[config.mk]
export PLATFORM = sky130hd
export DESIGN_NAME = prog_sequencer
export DESIGN_NICKNAME = d
export VERILOG_FILES = /design/src/rtl/prog_seq_pkg.sv /design/src/rtl/prog_seq_ctrl.sv /design/src/rtl/prog_seq_stack.sv /design/src/rtl/prog_seq_fold.sv /design/src/rtl/prog_sequencer.sv
export SDC_FILE = /design/constraint.sdc
export NUM_CORES = 1
export LEC_CHECK = 0
export BUFFER_PORTS_ARGS = -buffer_cell sky130_fd_sc_hd__buf_2
export CORE_UTILIZATION = 50
export CTS_CLUSTER_DIAMETER = 120
export CTS_CLUSTER_SIZE = 16
export DETAILED_ROUTE_END_ITERATION = 10
export GPL_ROUTABILITY_DRIVEN = 0
export MAX_ROUTING_LAYER = met4
export PLACE_DENSITY = 0.7
export SETUP_SLACK_MARGIN = 0.5
export SYNTH_ARGS = -nofsm -noshare
export SYNTH_HDL_FRONTEND = slang
export SYNTH_SLANG_ARGS = --single-unit
[constraint.sdc]
create_clock -name clk_i -period 3 [get_ports clk_i]
set_input_delay 0.75 -clock clk_i [delete_from_list [all_inputs] [get_ports clk_i]]
set_output_delay 0.75 -clock clk_i [all_outputs]
set_load 0.01 [all_outputs]
[src/rtl/prog_seq_pkg.sv]
package prog_seq_pkg;
  typedef enum logic [2:0] {
    SEL_INC  = 3'd0,
    SEL_HOLD = 3'd1,
    SEL_IRQ  = 3'd2,
    SEL_TGT  = 3'd3,
    SEL_POP  = 3'd4
  } next_sel_e;
endpackage

[src/rtl/prog_seq_ctrl.sv]
module prog_seq_ctrl
  import prog_seq_pkg::*;
(
  input  logic      clk_i,
  input  logic      rst_ni,
  input  logic      jump_i,
  input  logic      call_i,
  input  logic      ret_i,
  input  logic      reti_i,
  input  logic      irq_i,
  output next_sel_e sel_o,
  output logic      push_o,
  output logic      pop_o,
  output logic      bubble_o
);
  logic bubble_q;
  logic take_irq, take_call, take_jump, take_pop, taken;

  assign take_irq  = !bubble_q && irq_i;
  assign take_call = !bubble_q && !irq_i && call_i;
  assign take_jump = !bubble_q && !irq_i && !call_i && jump_i;
  assign take_pop  = !bubble_q && !irq_i && !call_i && !jump_i && (ret_i || reti_i);
  assign taken     = take_irq || take_call || take_jump || take_pop;

  always_comb begin
    if (bubble_q)                   sel_o = SEL_HOLD;
    else if (take_irq)              sel_o = SEL_IRQ;
    else if (take_call || take_jump) sel_o = SEL_TGT;
    else if (take_pop)              sel_o = SEL_POP;
    else                            sel_o = SEL_INC;
  end

  assign push_o   = take_irq || take_call;
  assign pop_o    = take_pop;
  assign bubble_o = bubble_q;

  always_ff @(posedge clk_i or negedge rst_ni) begin
    if (!rst_ni) bubble_q <= 1'b0;
    else         bubble_q <= taken;
  end

  assert_bubble_single_R6: assert property (@(posedge clk_i) disable iff (!rst_ni)
    bubble_q |=> !bubble_q);
  assert_bubble_blocks_stack_R6: assert property (@(posedge clk_i) disable iff (!rst_ni)
    bubble_q |-> !push_o && !pop_o);
endmodule

[src/rtl/prog_seq_stack.sv]
module prog_seq_stack #(
  parameter int DEPTH = 8,
  parameter int W     = 13
) (
  input  logic         clk_i,
  input  logic         rst_ni,
  input  logic         push_i,
  input  logic         pop_i,
  input  logic [W-1:0] wdata_i,
  output logic [W-1:0] rdata_o
);
  localparam int PTR_W = $clog2(DEPTH);

  logic [W-1:0]     mem_q [DEPTH];
  logic [PTR_W-1:0] ptr_q;
  logic [PTR_W-1:0] top_idx;

  // circular: pointer wraps both ways, no overflow state kept
  assign top_idx = ptr_q - PTR_W'(1);
  assign rdata_o = mem_q[top_idx];

  always_ff @(posedge clk_i or negedge rst_ni) begin
    if (!rst_ni) begin
      ptr_q <= '0;
      for (int i = 0; i < DEPTH; i++) mem_q[i] <= '0;
    end else if (push_i) begin
      mem_q[ptr_q] <= wdata_i;
      ptr_q        <= ptr_q + PTR_W'(1);
    end else if (pop_i) begin
      ptr_q <= top_idx;
    end
  end

  assert_push_advance_R8: assert property (@(posedge clk_i) disable iff (!rst_ni)
    push_i |=> ptr_q == PTR_W'($past(ptr_q) + PTR_W'(1)));
  assert_pop_retreat_R8: assert property (@(posedge clk_i) disable iff (!rst_ni)
    (pop_i && !push_i) |=> ptr_q == PTR_W'($past(ptr_q) - PTR_W'(1)));
  assert_push_readback_R4: assert property (@(posedge clk_i) disable iff (!rst_ni)
    push_i |=> rdata_o == $past(wdata_i));
endmodule

[src/rtl/prog_seq_fold.sv]
module prog_seq_fold #(
  parameter int PC_W      = 13,
  parameter int MEM_WORDS = 8192
) (
  input  logic [PC_W-1:0] addr_i,
  output logic [PC_W-1:0] addr_o
);
  localparam int AW = $clog2(MEM_WORDS);

  generate
    if (AW >= PC_W) begin : g_full
      assign addr_o = addr_i;
    end else begin : g_mask
      assign addr_o = {{(PC_W-AW){1'b0}}, addr_i[AW-1:0]};
    end
  endgenerate
endmodule

[src/rtl/prog_sequencer.sv]
module prog_sequencer
  import prog_seq_pkg::*;
#(
  parameter int PC_W        = 13,
  parameter int MEM_WORDS   = 8192,
  parameter int STACK_DEPTH = 8,
  parameter int RST_VEC     = 0,
  parameter int IRQ_VEC     = 4
) (
  input  logic            clk_i,
  input  logic            rst_ni,
  input  logic            jump_i,
  input  logic            call_i,
  input  logic            ret_i,
  input  logic            reti_i,
  input  logic            irq_i,
  input  logic [PC_W-1:0] target_i,
  output logic [PC_W-1:0] fetch_addr_o,
  output logic            flush_o
);
  localparam logic [PC_W:0] ADDR_LIMIT = (PC_W+1)'(MEM_WORDS);

  next_sel_e       sel;
  logic            push, pop, bubble;
  logic [PC_W-1:0] pc_q, pc_d, pc_inc, stack_top;

  prog_seq_ctrl i_ctrl (
    .clk_i    (clk_i),
    .rst_ni   (rst_ni),
    .jump_i   (jump_i),
    .call_i   (call_i),
    .ret_i    (ret_i),
    .reti_i   (reti_i),
    .irq_i    (irq_i),
    .sel_o    (sel),
    .push_o   (push),
    .pop_o    (pop),
    .bubble_o (bubble)
  );

  prog_seq_stack #(.DEPTH(STACK_DEPTH), .W(PC_W)) i_stack (
    .clk_i   (clk_i),
    .rst_ni  (rst_ni),
    .push_i  (push),
    .pop_i   (pop),
    .wdata_i (pc_inc),
    .rdata_o (stack_top)
  );

  prog_seq_fold #(.PC_W(PC_W), .MEM_WORDS(MEM_WORDS)) i_fold (
    .addr_i (pc_q),
    .addr_o (fetch_addr_o)
  );

  assign pc_inc = pc_q + PC_W'(1);

  always_comb begin
    unique case (sel)
      SEL_HOLD: pc_d = pc_q;
      SEL_IRQ:  pc_d = PC_W'(IRQ_VEC);
      SEL_TGT:  pc_d = target_i;
      SEL_POP:  pc_d = stack_top;
      default:  pc_d = pc_inc;
    endcase
  end

  always_ff @(posedge clk_i or negedge rst_ni) begin
    if (!rst_ni) pc_q <= PC_W'(RST_VEC);
    else         pc_q <= pc_d;
  end

  assign flush_o = bubble;

  assert_seq_step_R2: assert property (@(posedge clk_i) disable iff (!rst_ni)
    (!flush_o && !irq_i && !call_i && !jump_i && !ret_i && !reti_i)
      |=> pc_q == PC_W'($past(pc_q) + PC_W'(1)));
  assert_target_load_R3: assert property (@(posedge clk_i) disable iff (!rst_ni)
    (!flush_o && !irq_i && (call_i || jump_i)) |=> pc_q == $past(target_i));
  assert_pop_load_R4: assert property (@(posedge clk_i) disable iff (!rst_ni)
    (!flush_o && !irq_i && !call_i && !jump_i && (ret_i || reti_i))
      |=> pc_q == $past(stack_top));
  assert_irq_vector_R5: assert property (@(posedge clk_i) disable iff (!rst_ni)
    (!flush_o && irq_i) |=> pc_q == PC_W'(IRQ_VEC));
  assert_flush_after_branch_R6: assert property (@(posedge clk_i) disable iff (!rst_ni)
    (!flush_o && (irq_i || call_i || jump_i || ret_i || reti_i)) |=> flush_o);
  assert_bubble_hold_R6: assert property (@(posedge clk_i) disable iff (!rst_ni)
    flush_o |=> $stable(pc_q));
  assert_fold_range_R7: assert property (@(posedge clk_i) disable iff (!rst_ni)
    {1'b0, fetch_addr_o} < ADDR_LIMIT);
endmodule

* Word level (Yosys, flattened, before mapping) *
Index checks and enable logic that the tools add are counted.

word-level totals
  register bits = 121
  bits in latches = 0
  bits in writable memories = 0
  bits in read-only memories = 0
  input port bits = 20
  memories kept = 0

operators by class
  add/subtract/negate cells = 3
  multiply operators = 0
  divide/modulo/power cells = 0
  order comparisons = 3
  eq/ne operators = 4
  shift operators = 0
  mux-type cells = 13
  bitwise operators = 2
  reductions and logical operators = 18

operators by type and width
  operator                                                                       count
  104-bit bitwise mux                                                            1
  13-bit case mux with 4 select lines                                            1
  13-bit binary-select mux with 3-bit select                                     1
  13-bit demux with 3-bit select                                                 1
  13-bit 2-to-1 mux                                                              3
  3-bit 2-to-1 mux                                                               6
  13-bit by 1-bit adder with 13-bit output (second input constant)               1
  4-bit greater-or-equal comparator (second input constant)                      2
  1-bit logical AND                                                              8
  3-bit inverter with 4-bit output                                               2
  3-bit by 2-bit == test with 1-bit output (second input constant)               2
  1-bit logical OR                                                               5
  1-bit logical NOT                                                              4
  4-bit by 1-bit less-than comparator with 1-bit output (second input constant)  1
  3-bit by 1-bit adder with 3-bit output (second input constant)                 1
  3-bit by 1-bit == test with 1-bit output (second input constant)               1
  3-bit == test (second input constant)                                          1
  3-bit by 1-bit subtractor with 3-bit output (second input constant)            1
  2-bit nonzero test                                                             1

* Logic depth before layout (Yosys ltp) *
Gate-level depths: netlist of the first run.

  depth in word-level cells = 11
  mapped depth = 10
  depth with buffers taken out = 7

* Modules after synthesis *
Synthesis of the first run repeated with hierarchy kept, for this count alone.

second synthesis, totals
  cells, all modules = 549
  area total of the unflattened synthesis = 6526.3 um2

modules (own cells, without submodules)
  module          instances  cells each  area each (um2)
  prog_seq_stack  1          382         5185.0
  prog_sequencer  1          143         1162.4
  prog_seq_fold   1          13          97.6
  prog_seq_ctrl   1          11          81.3

* Worst setup path after synthesis of the first run *
No wires, ideal clock.

  path kind = register to register
  start = reg i_stack.ptr_q[0]
  end = reg pc_q[6]
  library setup time = 153 ps
  data arrival time = 2264 ps
  setup slack = 584 ps
  stages on the path, launching flop included = 10
  path buffers = 2
  period minus slack after synthesis = 2416 ps
  path through = dfrtp_1 > buf_6 > buf_4 > inv_1 > ha_1 > xor2_2 > mux4_2 > mux2_2 > a221oi_1 > a221oi_2

between the ends
  word-level cells in the longest chain between the ends = 6

RTL lines
  item                                                    line                  text
  start, declared                                         prog_seq_stack.sv:15  logic [PTR_W-1:0] ptr_q;
  start signal, assigned                                  prog_seq_stack.sv:28  ptr_q <= ptr_q + PTR_W'(1);
  start signal, assigned                                  prog_seq_stack.sv:30  ptr_q <= top_idx;
  3-bit by 1-bit subtractor with 3-bit output             prog_seq_stack.sv:19  assign top_idx = ptr_q - PTR_W'(1);
  named net i_stack.top_idx[0]                            prog_seq_stack.sv:16  logic [PTR_W-1:0] top_idx;
  3-bit inverter with 4-bit output (not written as such)  prog_seq_stack.sv:20  assign rdata_o = mem_q[top_idx];
  13-bit binary-select mux with 3-bit select              prog_seq_stack.sv:20
  13-bit 2-to-1 mux (not written as such) (2 in series)   prog_seq_stack.sv:20
  13-bit case mux with 4 select lines                     prog_sequencer.sv:58  unique case (sel)
  end signal, assigned                                    prog_sequencer.sv:68  if (!rst_ni) pc_q <= PC_W'(RST_VEC);
  end signal, assigned                                    prog_sequencer.sv:69  else pc_q <= pc_d;
  end, declared                                           prog_sequencer.sv:25  logic [PC_W-1:0] pc_q, pc_d, pc_inc, stack_top;

The timed path passes the listed nets, and every way through them passes these cells. The select of a mux whose other input is x is not followed.
A chain may end at the register's enable or synchronous reset.

* Worst setup path after layout of the first run *
  start = reg i_ctrl.bubble_q, in the netlist i_ctrl.bubble_o
  end = reg pc_q[11]

between the ends
  word-level cells in the longest chain between the ends = 11
  elaborated cells between the ends (all ways) = 18
  those cells by class = eq/ne (4); mux (5); reduce/logical (9)

RTL lines
  item                                         line                                                           text
  start, declared                              prog_seq_ctrl.sv:16                                            logic bubble_q;
  start signal, assigned                       prog_seq_ctrl.sv:39                                            else bubble_q <= taken;
  1-bit logical NOT                            n/a
  1-bit logical AND                            prog_seq_ctrl.sv:20, prog_seq_ctrl.sv:21, prog_seq_ctrl.sv:22
  1-bit logical AND                            prog_seq_ctrl.sv:21, prog_seq_ctrl.sv:22
  1-bit logical AND (2 in series)              prog_seq_ctrl.sv:22                                            assign take_pop = !bubble_q && !irq_i && !call_i && !jump_i && (ret_i || reti_i);
  3-bit 2-to-1 mux                             prog_seq_ctrl.sv:29                                            else if (take_pop) sel_o = SEL_POP;
  3-bit 2-to-1 mux                             prog_seq_ctrl.sv:28                                            else if (take_call || take_jump) sel_o = SEL_TGT;
  3-bit 2-to-1 mux                             prog_seq_ctrl.sv:27                                            else if (take_irq) sel_o = SEL_IRQ;
  3-bit 2-to-1 mux *                           prog_seq_ctrl.sv:26                                            if (bubble_q) sel_o = SEL_HOLD;
  3-bit == test, or another cell as far along  prog_sequencer.sv:58
  13-bit case mux with 4 select lines          prog_sequencer.sv:58

Every way passes the cells marked *; elsewhere a longest branch is shown, timed or not.

==> results of run 1 <==
-- layout by cell type, fill, tap and decap left out, drive strengths merged, types with 2 or more instances in the layout --
master    instances
dfrtp           121
buf              62
nor2             60
nand2            58
a21oi            54
o21ai            53
mux2i            27
clkbuf           21
mux4             16
inv              13
a221oi           13
mux2             10
xnor2            10
and3              8
nand3             7
nand4             6
and4              6
a22oi             6
bufinv            6
xor2              5
nor3              4
a311oi            4
clkinvlp          3
ha                3
a211oi            2
nor2b             2
nand2b            2
a32oi             2
o31ai             2
or2               2
clkinv            2
-- worst max-delay path: stages (launching register included) --
cell      delay (ns)
dfrtp_1         0.64
nor2_1          0.28
nand3_1         0.41
a311oi_1        0.66
a221oi_1        0.17
a221oi_2        0.21
-- layer usage --
metal,vias up,GRT usage,wire [µm],share of wire
li1,2018,-,-,-
met1,2202,0.3534,6382,0.45
met2,162,0.3967,6664,0.47
met3,31,0.07350,877,0.061
met4,0,0.1095,404,0.028
met5,-,-,0,0
-- repair_timing --
item,in CTS,in global routing
setup buffers,4,2
endpoints found under the setup margin,9,18
pin swaps,1,0
gates resized for setup,3,5
-- registers in the layout, indices dropped and copies added, names as in the netlist --
name and flops:
i_ctrl.bubble_o 1, i_stack.ptr_q 3, pc_q 13, i_stack.mem_q 104
-- path summary, 6_finish.rpt --
check	from	to	slack (ns)
setup / recovery	i_ctrl.bubble_o	pc_q[11]	0.52
hold / removal	rst_ni	pc_q[1]	0.32
setup reg to reg	i_ctrl.bubble_o	pc_q[11]	0.52
hold reg to reg	i_stack.mem_q[46]	i_stack.mem_q[46]	0.47
max in group asynchronous	rst_ni	i_stack.mem_q[58]	2.00
min in group clk_i	i_stack.mem_q[46]	i_stack.mem_q[46]	0.47
-- cell families (layout without fill, tap and decap cells) --
logic type,count (synthesis),in the layout,share of synthesized area
fa+ha+maj,3,3,0.006503
compound gates,141,141,0.1469
mux,53,53,0.1320
simple gates,156,156,0.1186
flops,121,121,0.5245
xor+xnor,15,15,0.02406
buf+inv,54,107,0.04746
-- metrics by stage --
stage          area (µm²)  worst slack [ns]  utilization
3_3_place_gp         6091            0.3033       0.5522
6_report             6872            0.5173       0.6230
4_1_cts              6829            0.5224       0.6191
5_1_grt              6872            0.4617       0.6230
2_1_floorplan        5773            0.5837            -
3_5_place_dp         6091            0.2806       0.5522
-- report_power, final --
| part | internal (µW) | switching, µW | total (µW) |
|---|---|---|---|
| registers | 2380 | 518 | 2890 |
| clock network | 1620 | 730 | 2350 |
| logic | 1460 | 1780 | 3230 |
-- cell type report --
| type | instances | area share |
|---|---|---|
| clock inverters | 11 | 0.03150 |
| inverters | 13 | 0.007101 |
| clock buffers | 21 | 0.06846 |
| repair buffers | 62 | 0.05845 |
| flip-flops and latches | 121 | 0.4408 |
| multi-input cells | 368 | 0.3682 |
| well taps | 140 | 0.02549 |
==> results.md, run 1 <==
* Status: completed
* Remaining DRCs at 0
* I/O pin count at 34
* Routed wire length at 14330 µm
* Total GRT Usage at 0.2692
* Synth top area share at 0.5245
* Crit-path max FO at 19
* Setup TNS Final at 0 ns
* Crit share post-route at 0.8276
* CORE AREA at 0.01103 mm²
* Slew HR at 0.2726
* Largest net degree at the start of global routing at 50
* Port bufs at 33
* Inst Count DP at 698
* Initial antenna violation count at 0
* Max-slew violations at 0
* RSZ-0062 raised after global routing: yes
* Storage element area at 0.003029 mm²
* Clock Path Buffers at 2
* Die area at 0.01198 mm²
* Height of the die at 109.5 µm
* Post-synthesis async set-or-reset flop share at 1.000
* Fmax at 402.8 MHz
* Hpwl dp at 9274 µm
* Worst vdd ir at 0.0007634 V
* Mapped cell area at 0.005773 mm²
* Post-Synthesis Cells at 543
* Most frequent cell after synthesis: dfrtp_1
* Required time of the critical path at 3.32 ns
* Layout cell share with drive strength beyond 1 at 0.2181
* Yosys warns at 0
* Total gr overflow at 0
* Die width at 109.5 µm
* Mapped Avg Cell Area at 10.63 µm²
* Post-route insts no fill at 736
* Worst hold path type: input pin to asynchronous set/reset pin
* Leakage at 0.003085 µW
* Iter 0 DRT Violations at 591
* CTS H-Tree Depth at 4
* EDFF count, synth at 0
* Setup crit end kind: flip-flop
* Nets@finish at 606
* Max-Cap Viols at 0
* First-pass GRT wire length at 22720 µm
* Sink Count at 121
* Top cells by area, synth: dfrtp_1, a21oi_1, mux2i_1, o21ai_0, mux4_2
* WL/cell at 19.47 µm
* Ant diodes at 0
* CP Class: flip-flop to flip-flop
* Fin. Hold Viols at 0
* Fillers at 852
* P&R area growth vs syn at 19.03%
* CTS clk-pin slew, worst paths at 0.05 ns
* Synth cell types at 41
* WHS at 0.3172 ns
* Synth Net Count at 566
* Initial cell density of the core at 0.5234
* First-pass DRT Iterations at 5
* Hold_buf cts at 0
* CTS tree: built
* CTS root buffer: clkbuf_16
* Synth area leader: dfrtp_1
* Startpoint types: flip-flop
* CP arrival at 2.80 ns
* Num CTS Buffers at 17
* R2R depth at 5
* Post-synth top cells: dfrtp_1, nor2_1, nand2_1
* Multi-input logic area at 0.002530 mm²
* Synth Register Bits at 121
* Via-to-Cell Ratio at 5.996
* Post-synth top flop: dfrtp_1
* Row cnt at 38
* Vias at 4413
* Detail Route Antenna Nets at 0
* Minimum clock period at 2.483 ns
* Seq/Total Area, Yosys at 0.5245
* Vias in the first global route at 4259
* Clk_lat worst skew at 0.41 ns
* Pwr Density at 1234 mW/mm²
* Power, Total at 8482 µW
* Final setup viols at 0
* Worst Max-Slew Pin Slew at 1.083 ns
* Worst Skew at 0.005407 ns
No activity file was read; power rests on OpenSTA's default activity.
==> run 2, diff against run 1 <==
--- a/config.mk
+++ b/config.mk
@@ -5,6 +5,7 @@
 export SDC_FILE = /design/constraint.sdc
 export NUM_CORES = 1
 export LEC_CHECK = 0
+export ABC_AREA = 1
 export BUFFER_PORTS_ARGS = -buffer_cell sky130_fd_sc_hd__buf_2
 export CORE_UTILIZATION = 50
 export CTS_CLUSTER_DIAMETER = 120
@@ -12,7 +13,7 @@
 export DETAILED_ROUTE_END_ITERATION = 10
 export GPL_ROUTABILITY_DRIVEN = 0
 export MAX_ROUTING_LAYER = met4
-export PLACE_DENSITY = 0.7
+export PLACE_DENSITY = 0.72
 export SETUP_SLACK_MARGIN = 0.5
 export SYNTH_ARGS = -nofsm -noshare
 export SYNTH_HDL_FRONTEND = slang
==> constraint.sdc (replaced) <==
create_clock -name clk_i -period 2.2 [get_ports clk_i]
set_input_delay 0.55 -clock clk_i [delete_from_list [all_inputs] [get_ports clk_i]]
set_output_delay 0.55 -clock clk_i [all_outputs]
set_load 0.01 [all_outputs]
==> results.md, run 2 <==
* Status: completed
* Synth cell types at 35 (-15%)
* RSZ-0062 raised after global routing: yes
* Leading cell type in the layout, fill and taps excluded: nand2_1
* Hpwl dp at 10800 µm (+16%)
* Worst path slowest cell: dfrtp_2
* Fmax at 598.8 MHz
* Total gr overflow at 0 (unchanged)
* Worst hold path type: input pin to asynchronous set/reset pin
* Max-Cap Viols at 0 (unchanged)
* Pwr Density at 1658 mW/mm² (+34%)
* Most frequent cell after synthesis: nand2_1
* Mapped Avg Cell Area at 7.590 µm² (-29%)
* Seq/Total Area, Yosys at 0.4806 (-0.04386)
* Post-DP Area at 0.006719 mm² (+10%)
* Clock Path Buffers at 2 (unchanged)
* CTS root buffer: clkbuf_16
* Power, Total at 12580 µW (+48%)
* Post-synth top flop: dfrtp_1
* Final Util at 0.6238 (+0.0008070)
* Setup crit end kind: primary output
* Sink Count at 121 (unchanged)
* Fillers at 1043 (+22%)
* Yosys warns at 0 (unchanged)
* Leakage at 0.003803 µW (+23%)
* Synth top area share at 0.4806 (-0.04386)
* Detail Route Antenna Nets at 0 (unchanged)
* Synth area leader: dfrtp_1
* Largest net degree at the start of global routing at 60 (+20%)
* Hold_buf cts at 0 (unchanged)
* Ant diodes at 0 (unchanged)
* Crit-path max FO at 7 (-12)
* Clk_lat worst skew at 0.42 ns (about the same)
* Critical Path Stages at 1 (-4)
* Worst Skew at 0.008276 ns (+0.002870 ns)
* Crit share post-route at 0.7591
* Vias in the first global route at 5565 (+31%)
* Num CTS Buffers at 17 (unchanged)
* P&R area growth vs syn at 20.42%
* Vias at 5696 (+29%)
* Setup TNS Final at 0 ns (unchanged)
* I/O pin count at 34 (unchanged)
* Regs by FF count: i_stack.mem_q (104), pc_q (13), i_stack.ptr_q (3)
* Nets@finish at 902 (+49%)
* Initial cell density of the core at 0.5180 (-0.005363)
* Minimum clock period at 1.670 ns
* Layout cell share with drive strength beyond 1 at 0.1975 (-0.02059)
* Fin. Hold Viols at 0 (unchanged)
* Post-synthesis async set-or-reset flop share at 1.000 (unchanged)
* First-pass GRT wire length at 27710 µm (+22%)
* Die width at 114.2 µm (+4.4%)
* Total GRT Usage at 0.2875 (+0.01833)
* Die area at 0.01305 mm² (+9.0%)
* WL/cell at 16.53 µm (-15%)
* Final non-filler cell area at 0.007586 mm² (+10%)
* R2R depth at 8 (+3)
* Biggest register: i_stack.mem_q
* Height of the die at 114.2 µm (+4.4%)
* Post-Synthesis Cells at 830 (+53%)
* First-pass DRT Iterations at 6 (+1)
* Max-slew violations at 0 (unchanged)
* CTS H-Tree Depth at 4 (unchanged)
* Largest register FFs at 104 (unchanged)
* Synth Register Bits at 121 (unchanged)
* Required time of the critical path at 1.65 ns (-1.67 ns)
* Startpoint types: flip-flop
* Routed wire length at 17510 µm (+22%)
* Synth Net Count at 853 (+51%)
* Inst Count DP at 1012 (+45%)
* CP arrival at 1.12 ns (-1.68 ns)
* Largest delay share family, worst path: flip-flops
* Row cnt at 40 (+5.3%)
* Post-route insts no fill at 1059 (+44%)
* Remaining DRCs at 0 (unchanged)
* Worst vdd ir at 0.0007849 V (+2.8%)
* CP Class: flip-flop to primary output
* Port bufs at 33 (unchanged)
* Initial antenna violation count at 0 (unchanged)
* Final setup viols at 0 (unchanged)
* Mapped cell area at 0.006300 mm² (+9.1%)
* Via-to-Cell Ratio at 5.379 (-10%)
* Worst path buffer plus inverter count at 1 (+1)
* Slowest stage delay, CP at 0.52 ns (-0.14 ns)
* CTS tree: built
* CTS clk-pin slew, worst paths at 0.05 ns (about the same)
* Worst Max-Slew Pin Slew at 0.5659 ns (-0.5168 ns)
* Commonest cells after routing, fill and taps aside: nand2_1, dfrtp_1, o21ai_0
* Post-synth top cells: nand2_1, dfrtp_1, o21ai_0
* Slew HR at 0.6208 (+0.3482)
* Top cells by area, synth: dfrtp_1, nand2_1, o21ai_0, nor2_1, nand3_1
* CORE AREA at 0.01216 mm² (+10%)
* Iter 0 DRT Violations at 571 (-3.4%)
* EDFF count, synth at 0 (unchanged)
* CP cell instances: buf_2
run 2: cell count changes in the layout (fill, tap and decap cells not counted), moves of 9 or more:
cell / previous run / this run
mux2i_1: 27 / 0
nand2_1: 58 / 297
inv_1: 13 / 44
or2_2: 0 / 20
o21ai_2: 0 / 9
mux4_2: 11 / 0
mux2_2: 10 / 0
nor2_1: 58 / 77
nand2_2: 0 / 11
a21oi_1: 54 / 4
nand3_1: 7 / 48
o21ai_0: 53 / 84
run 2: power breakdown:
part           internal, µW  switching (µW)
Clock                  1780             972
Sequential             3220             705
Combinational          2290            3610
Total                  7290            5290
run 2: cells by family after synthesis:
kind of cell,Yosys count,synth area share
xor+xnor,10,0.01748
compound gates,117,0.1017
buf+inv,92,0.06514
flops,121,0.4806
simple gates,487,0.3291
fa+ha+maj,3,0.005959
run 2: worst paths after layout:
path	start	end	slack [ns]
setup / recovery	pc_q[4]	fetch_addr_o[4]	0.53
max in group asynchronous	rst_ni	i_stack.mem_q[45]	1.47
setup reg to reg	i_stack.ptr_q[0]	pc_q[3]	0.54
hold reg to reg	i_stack.mem_q[47]	i_stack.mem_q[47]	0.48
hold / removal	rst_ni	i_stack.mem_q[4]	0.1
min in group clk_i	i_stack.mem_q[47]	i_stack.mem_q[47]	0.48
run 2: per-layer routing:
| metal | GRT usage | share of wire |
|---|---|---|
| met1 | 0.3501 | 0.42 |
| met2 | 0.4566 | 0.48 |
| met4 | 0.1325 | 0.036 |
| met3 | 0.06511 | 0.067 |
| met5 | - | 0 |
run 2: timing repair:
action	CTS	global route
pin swaps	2	5
endpoints found under the setup margin	92	67
gates resized for setup	12	17
buffers inserted	4	9
gates cloned	0	3
run 2: cell type report:
| cell class | instances | area, µm² | area share |
|---|---|---|---|
| sequential | 121 | 3033 | 0.3998 |
| multi-input combinational | 617 | 2977 | 0.3924 |
| timing repair buffer | 70 | 560.5 | 0.07389 |
| clock buffer | 24 | 491.7 | 0.06482 |
| tap | 168 | 210.2 | 0.02771 |
| inverter | 50 | 205.2 | 0.02705 |
| clock inverter | 7 | 91.34 | 0.01204 |
| timing repair inverter | 2 | 17.52 | 0.002309 |
run 2: per-stage QoR:
step | hold WS [ns] | worst slack [ns]
after detailed placement | 0.4621 | 0.2483
final | 0.09800 | 0.5299
after floorplan | 0.2544 | 0.4505
after CTS | 0.1044 | 0.5092
after global placement | 0.4560 | 0.2678
after global routing | 0.1146 | 0.4818
run 2: worst reg2reg max path, stage by stage, from the launching register on:
cell and delay (ns):
dfrtp_2 0.39, buf_6 0.40, nand2_1 0.21, o211ai_1 0.12, nand2_1 0.07, nand2_1 0.07
nand3_1 0.07, nor2_1 0.15, nor2_1 0.07
==> run 3, diff against run 2 <==
--- a/config.mk
+++ b/config.mk
@@ -5,7 +5,7 @@
 export SDC_FILE = /design/constraint.sdc
 export NUM_CORES = 1
 export LEC_CHECK = 0
-export ABC_AREA = 1
+export ABC_AREA = 0
 export BUFFER_PORTS_ARGS = -buffer_cell sky130_fd_sc_hd__buf_2
 export CORE_UTILIZATION = 50
 export CTS_CLUSTER_DIAMETER = 120
@@ -13,7 +13,7 @@
 export DETAILED_ROUTE_END_ITERATION = 10
 export GPL_ROUTABILITY_DRIVEN = 0
 export MAX_ROUTING_LAYER = met4
-export PLACE_DENSITY = 0.72
+export PLACE_DENSITY = 0.7
 export SETUP_SLACK_MARGIN = 0.5
 export SYNTH_ARGS = -nofsm -noshare
 export SYNTH_HDL_FRONTEND = slang
==> constraint.sdc (replaced) <==
create_clock -name clk_i -period 1.55 [get_ports clk_i]
set_input_delay 0.3875 -clock clk_i [delete_from_list [all_inputs] [get_ports clk_i]]
set_output_delay 0.3875 -clock clk_i [all_outputs]
set_load 0.01 [all_outputs]
==> results.md, run 3 (synthesis gave the netlist of run 1 again) <==
* Final setup viols at 122 (+122)
* Hold Crit Depth at 3
* Leading cell type in the layout, fill and taps excluded: dfrtp_1
* Power, Total at 24530 µW (+95%)
* Detail Route Antenna Nets at 0 (unchanged)
* Worst Max-Slew Pin Slew at 0.7319 ns (+0.1660 ns)
* Total gr overflow at 0 (unchanged)
* Num CTS Buffers at 17 (unchanged)
* Crit-path max FO at 6 (-1)
* Setup crit end kind: flip-flop
* Clock Path Buffers at 2 (unchanged)
* Clk_lat worst skew at 0.45 ns (+0.03 ns)
* Die area at 0.01198 mm² (-8.2%)
* Initial cell density of the core at 0.5234 (+0.005363)
* Worst path buffer plus inverter count at 3 (+2)
* Height of the die at 109.5 µm (-4.2%)
* Clk pwr share at 0.165 (-0.053)
* Required time of the critical path at 1.83 ns (+0.18 ns)
* CORE AREA at 0.01103 mm² (-9.3%)
* Crit share post-route at 1.617
* Fillers at 273 (-74%)
* Fmax at 399.1 MHz
* Biggest register: i_stack.mem_q
* CP Class: flip-flop to flip-flop
* Pwr Density at 2454 mW/mm² (+48%)
* Slew HR at 0.5103 (-0.1106)
* Largest register FFs at 104 (unchanged)
* Fin. Hold Viols at 0 (unchanged)
* First-pass GRT wire length at 32980 µm (+19%)
* Startpoint types: flip-flop
* Net Switching at 10960 µW (+110%)
* Hpwl dp at 10970 µm (+1.6%)
* Routed wire length at 34850 µm (+99%)
* CTS H-Tree Depth at 4 (unchanged)
* Status: finished, violations left
* Vias at 7033 (+23%)
* Worst Hold Path EP: pc_q[0]
* WHS at 0.1955 ns (+0.09747 ns)
* Leakage at 0.004293 µW (+13%)
* P&R area growth vs syn at 73.17%
* CTS root buffer: clkbuf_16
* Max-slew violations at 0 (unchanged)
* Switch share at 0.4468 (+0.02608)
* Sink Count at 121 (unchanged)
* Sequential power share at 0.255 (-0.057)
* Initial antenna violation count at 2 (+2)
* Final Util at 0.9063 (+0.2825)
* Total GRT Usage at 0.4016 (+0.1141)
* CP cell instances: clkinv_4, ha_4, buf_4, xnor2_1, buf_4, nor2_4, a22oi_2, a221oi_2, a221oi_2
* CTS clk-pin slew, worst paths at 0.07 ns (+0.02 ns)
* WL/cell at 39.33 µm (+140%)
* Max-Cap Viols at 0 (unchanged)
* Regs by FF count: i_stack.mem_q (104), pc_q (13), i_stack.ptr_q (3)
* I/O pin count at 34 (unchanged)
* Vias in the first global route at 5911 (+6.2%)
* RSZ-0062 raised after global routing: yes
* Critical Path Stages at 9 (+8)
* Remaining DRCs at 0 (unchanged)
* CP arrival at 2.78 ns (+1.66 ns)
* Minimum clock period at 2.506 ns
* Worst hold path type: input pin to flip-flop
* Reg-to-reg endpoint: pc_q[11]
* Worst Skew at 0.01824 ns (+0.009962 ns)
* R2R setup slack at -0.96 ns (-1.50 ns)
* Worst vdd ir at 0.001685 V (+110%)
* Via-to-Cell Ratio at 7.938 (+48%)
* P_int at 13570 µW (+86%)
* Iter 0 DRT Violations at 1360 (+140%)
* R2R depth at 9 (+1)
* Slowest stage delay, CP at 0.58 ns (+0.06 ns)
* CTS tree: built
* Worst path slowest cell: a221oi_2
* Worst R2R Start: i_stack.ptr_q[0]
* Largest net degree at the start of global routing at 39 (-35%)
* Die width at 109.5 µm (-4.2%)
* Setup ws final at -0.9558 ns (-1.486 ns)
* Failing checks: negative setup slack
* Largest delay share family, worst path: compound AO/OA/AOI/OAI gates
* Commonest cells after routing, fill and taps aside: dfrtp_1, buf_4, buf_6
* Nets@finish at 753 (-17%)
* Layout cell share with drive strength beyond 1 at 0.6339 (+0.4364)
* First-pass DRT Iterations at 11 (+5)
* Comb power frac at 0.580 (+0.111)
* Row cnt at 38 (-5.0%)
* Port bufs at 33 (unchanged)
* HP Start: target_i[0]
==> run 3: routing by layer <==
layer | vias up | wire length (µm) | share of wire | track usage
li1 | 2337 | - | - | -
met2 | 974 | 13560 | 0.39 | 0.6253
met3 | 443 | 6349 | 0.18 | 0.1506
met4 | 0 | 4184 | 0.12 | 0.2724
met1 | 3279 | 10750 | 0.31 | 0.4259
met5 | - | 0 | 0 | -
==> run 3: worst max-delay path by stage <==
stage / start / to / slack [ns]
finish: i_stack.ptr_q[0] / pc_q[11] / -0.96
global route: i_stack.ptr_q[0] / pc_q[11] / -0.86
CTS: i_stack.ptr_q[0] / pc_q[6] / -0.47
detailed placement: i_stack.ptr_q[1] / pc_q[6] / -0.46
global placement: i_stack.ptr_q[1] / pc_q[6] / -0.43
floorplan: i_stack.ptr_q[0] / pc_q[6] / -0.55
==> run 3: cell type report <==
type,count,area [µm²],area share
Clock inverter,8,95.09,0.009512
Inverter,13,56.30,0.005632
Clock buffer,24,471.7,0.04718
Multi-Input combinational cell,371,3755,0.3756
Antenna cell,3,7.507,0.0007509
Sequential cell,121,3042,0.3043
Tap cell,140,175.2,0.01752
Timing Repair Buffer,206,2395,0.2395
==> run 3: metrics by stage <==
step	std cells	TNS (ns)	cell area (µm²)	worst slack (ns)
global placement	756	-16.47	6907	-0.4257
global route	886	-38.36	9997	-0.8614
floorplan	543	-5.355	6286	-0.5458
detailed placement	756	-18.28	6907	-0.4562
CTS	842	-16.87	8786	-0.4692
finish	886	-38.79	9997	-0.9558
==> run 3: power by group through the flow <==
stage	sequential [µW]	clock (µW)	combinational [µW]
6_report	6260	4040	14200
4_1_cts	5590	3810	9690
5_1_grt	6260	4140	14400
2_1_floorplan	5360	0	5190
3_3_place_gp	5470	0	7150
3_5_place_dp	5550	0	7380
==> run 3: what timing repair did <==
item | 4_1_cts | 5_1_grt
setup endpoints to repair | 135 | 135
endpoints found under the hold margin | 7 | 0
hold buffers | 1 | 0
buffers inserted | 42 | 30
cloned | 11 | 11
pin swaps | 65 | 50
gates resized for setup | 186 | 169
==> run 3: worst reg2reg max path, cell delays in order, from the launching register on <==
cell and delay, ns:
dfrtp_2 0.42, clkinv_4 0.08, ha_4 0.18, buf_4 0.15, xnor2_1 0.16, buf_4 0.20, nor2_4 0.29, a22oi_2 0.19
a221oi_2 0.58, a221oi_2 0.08
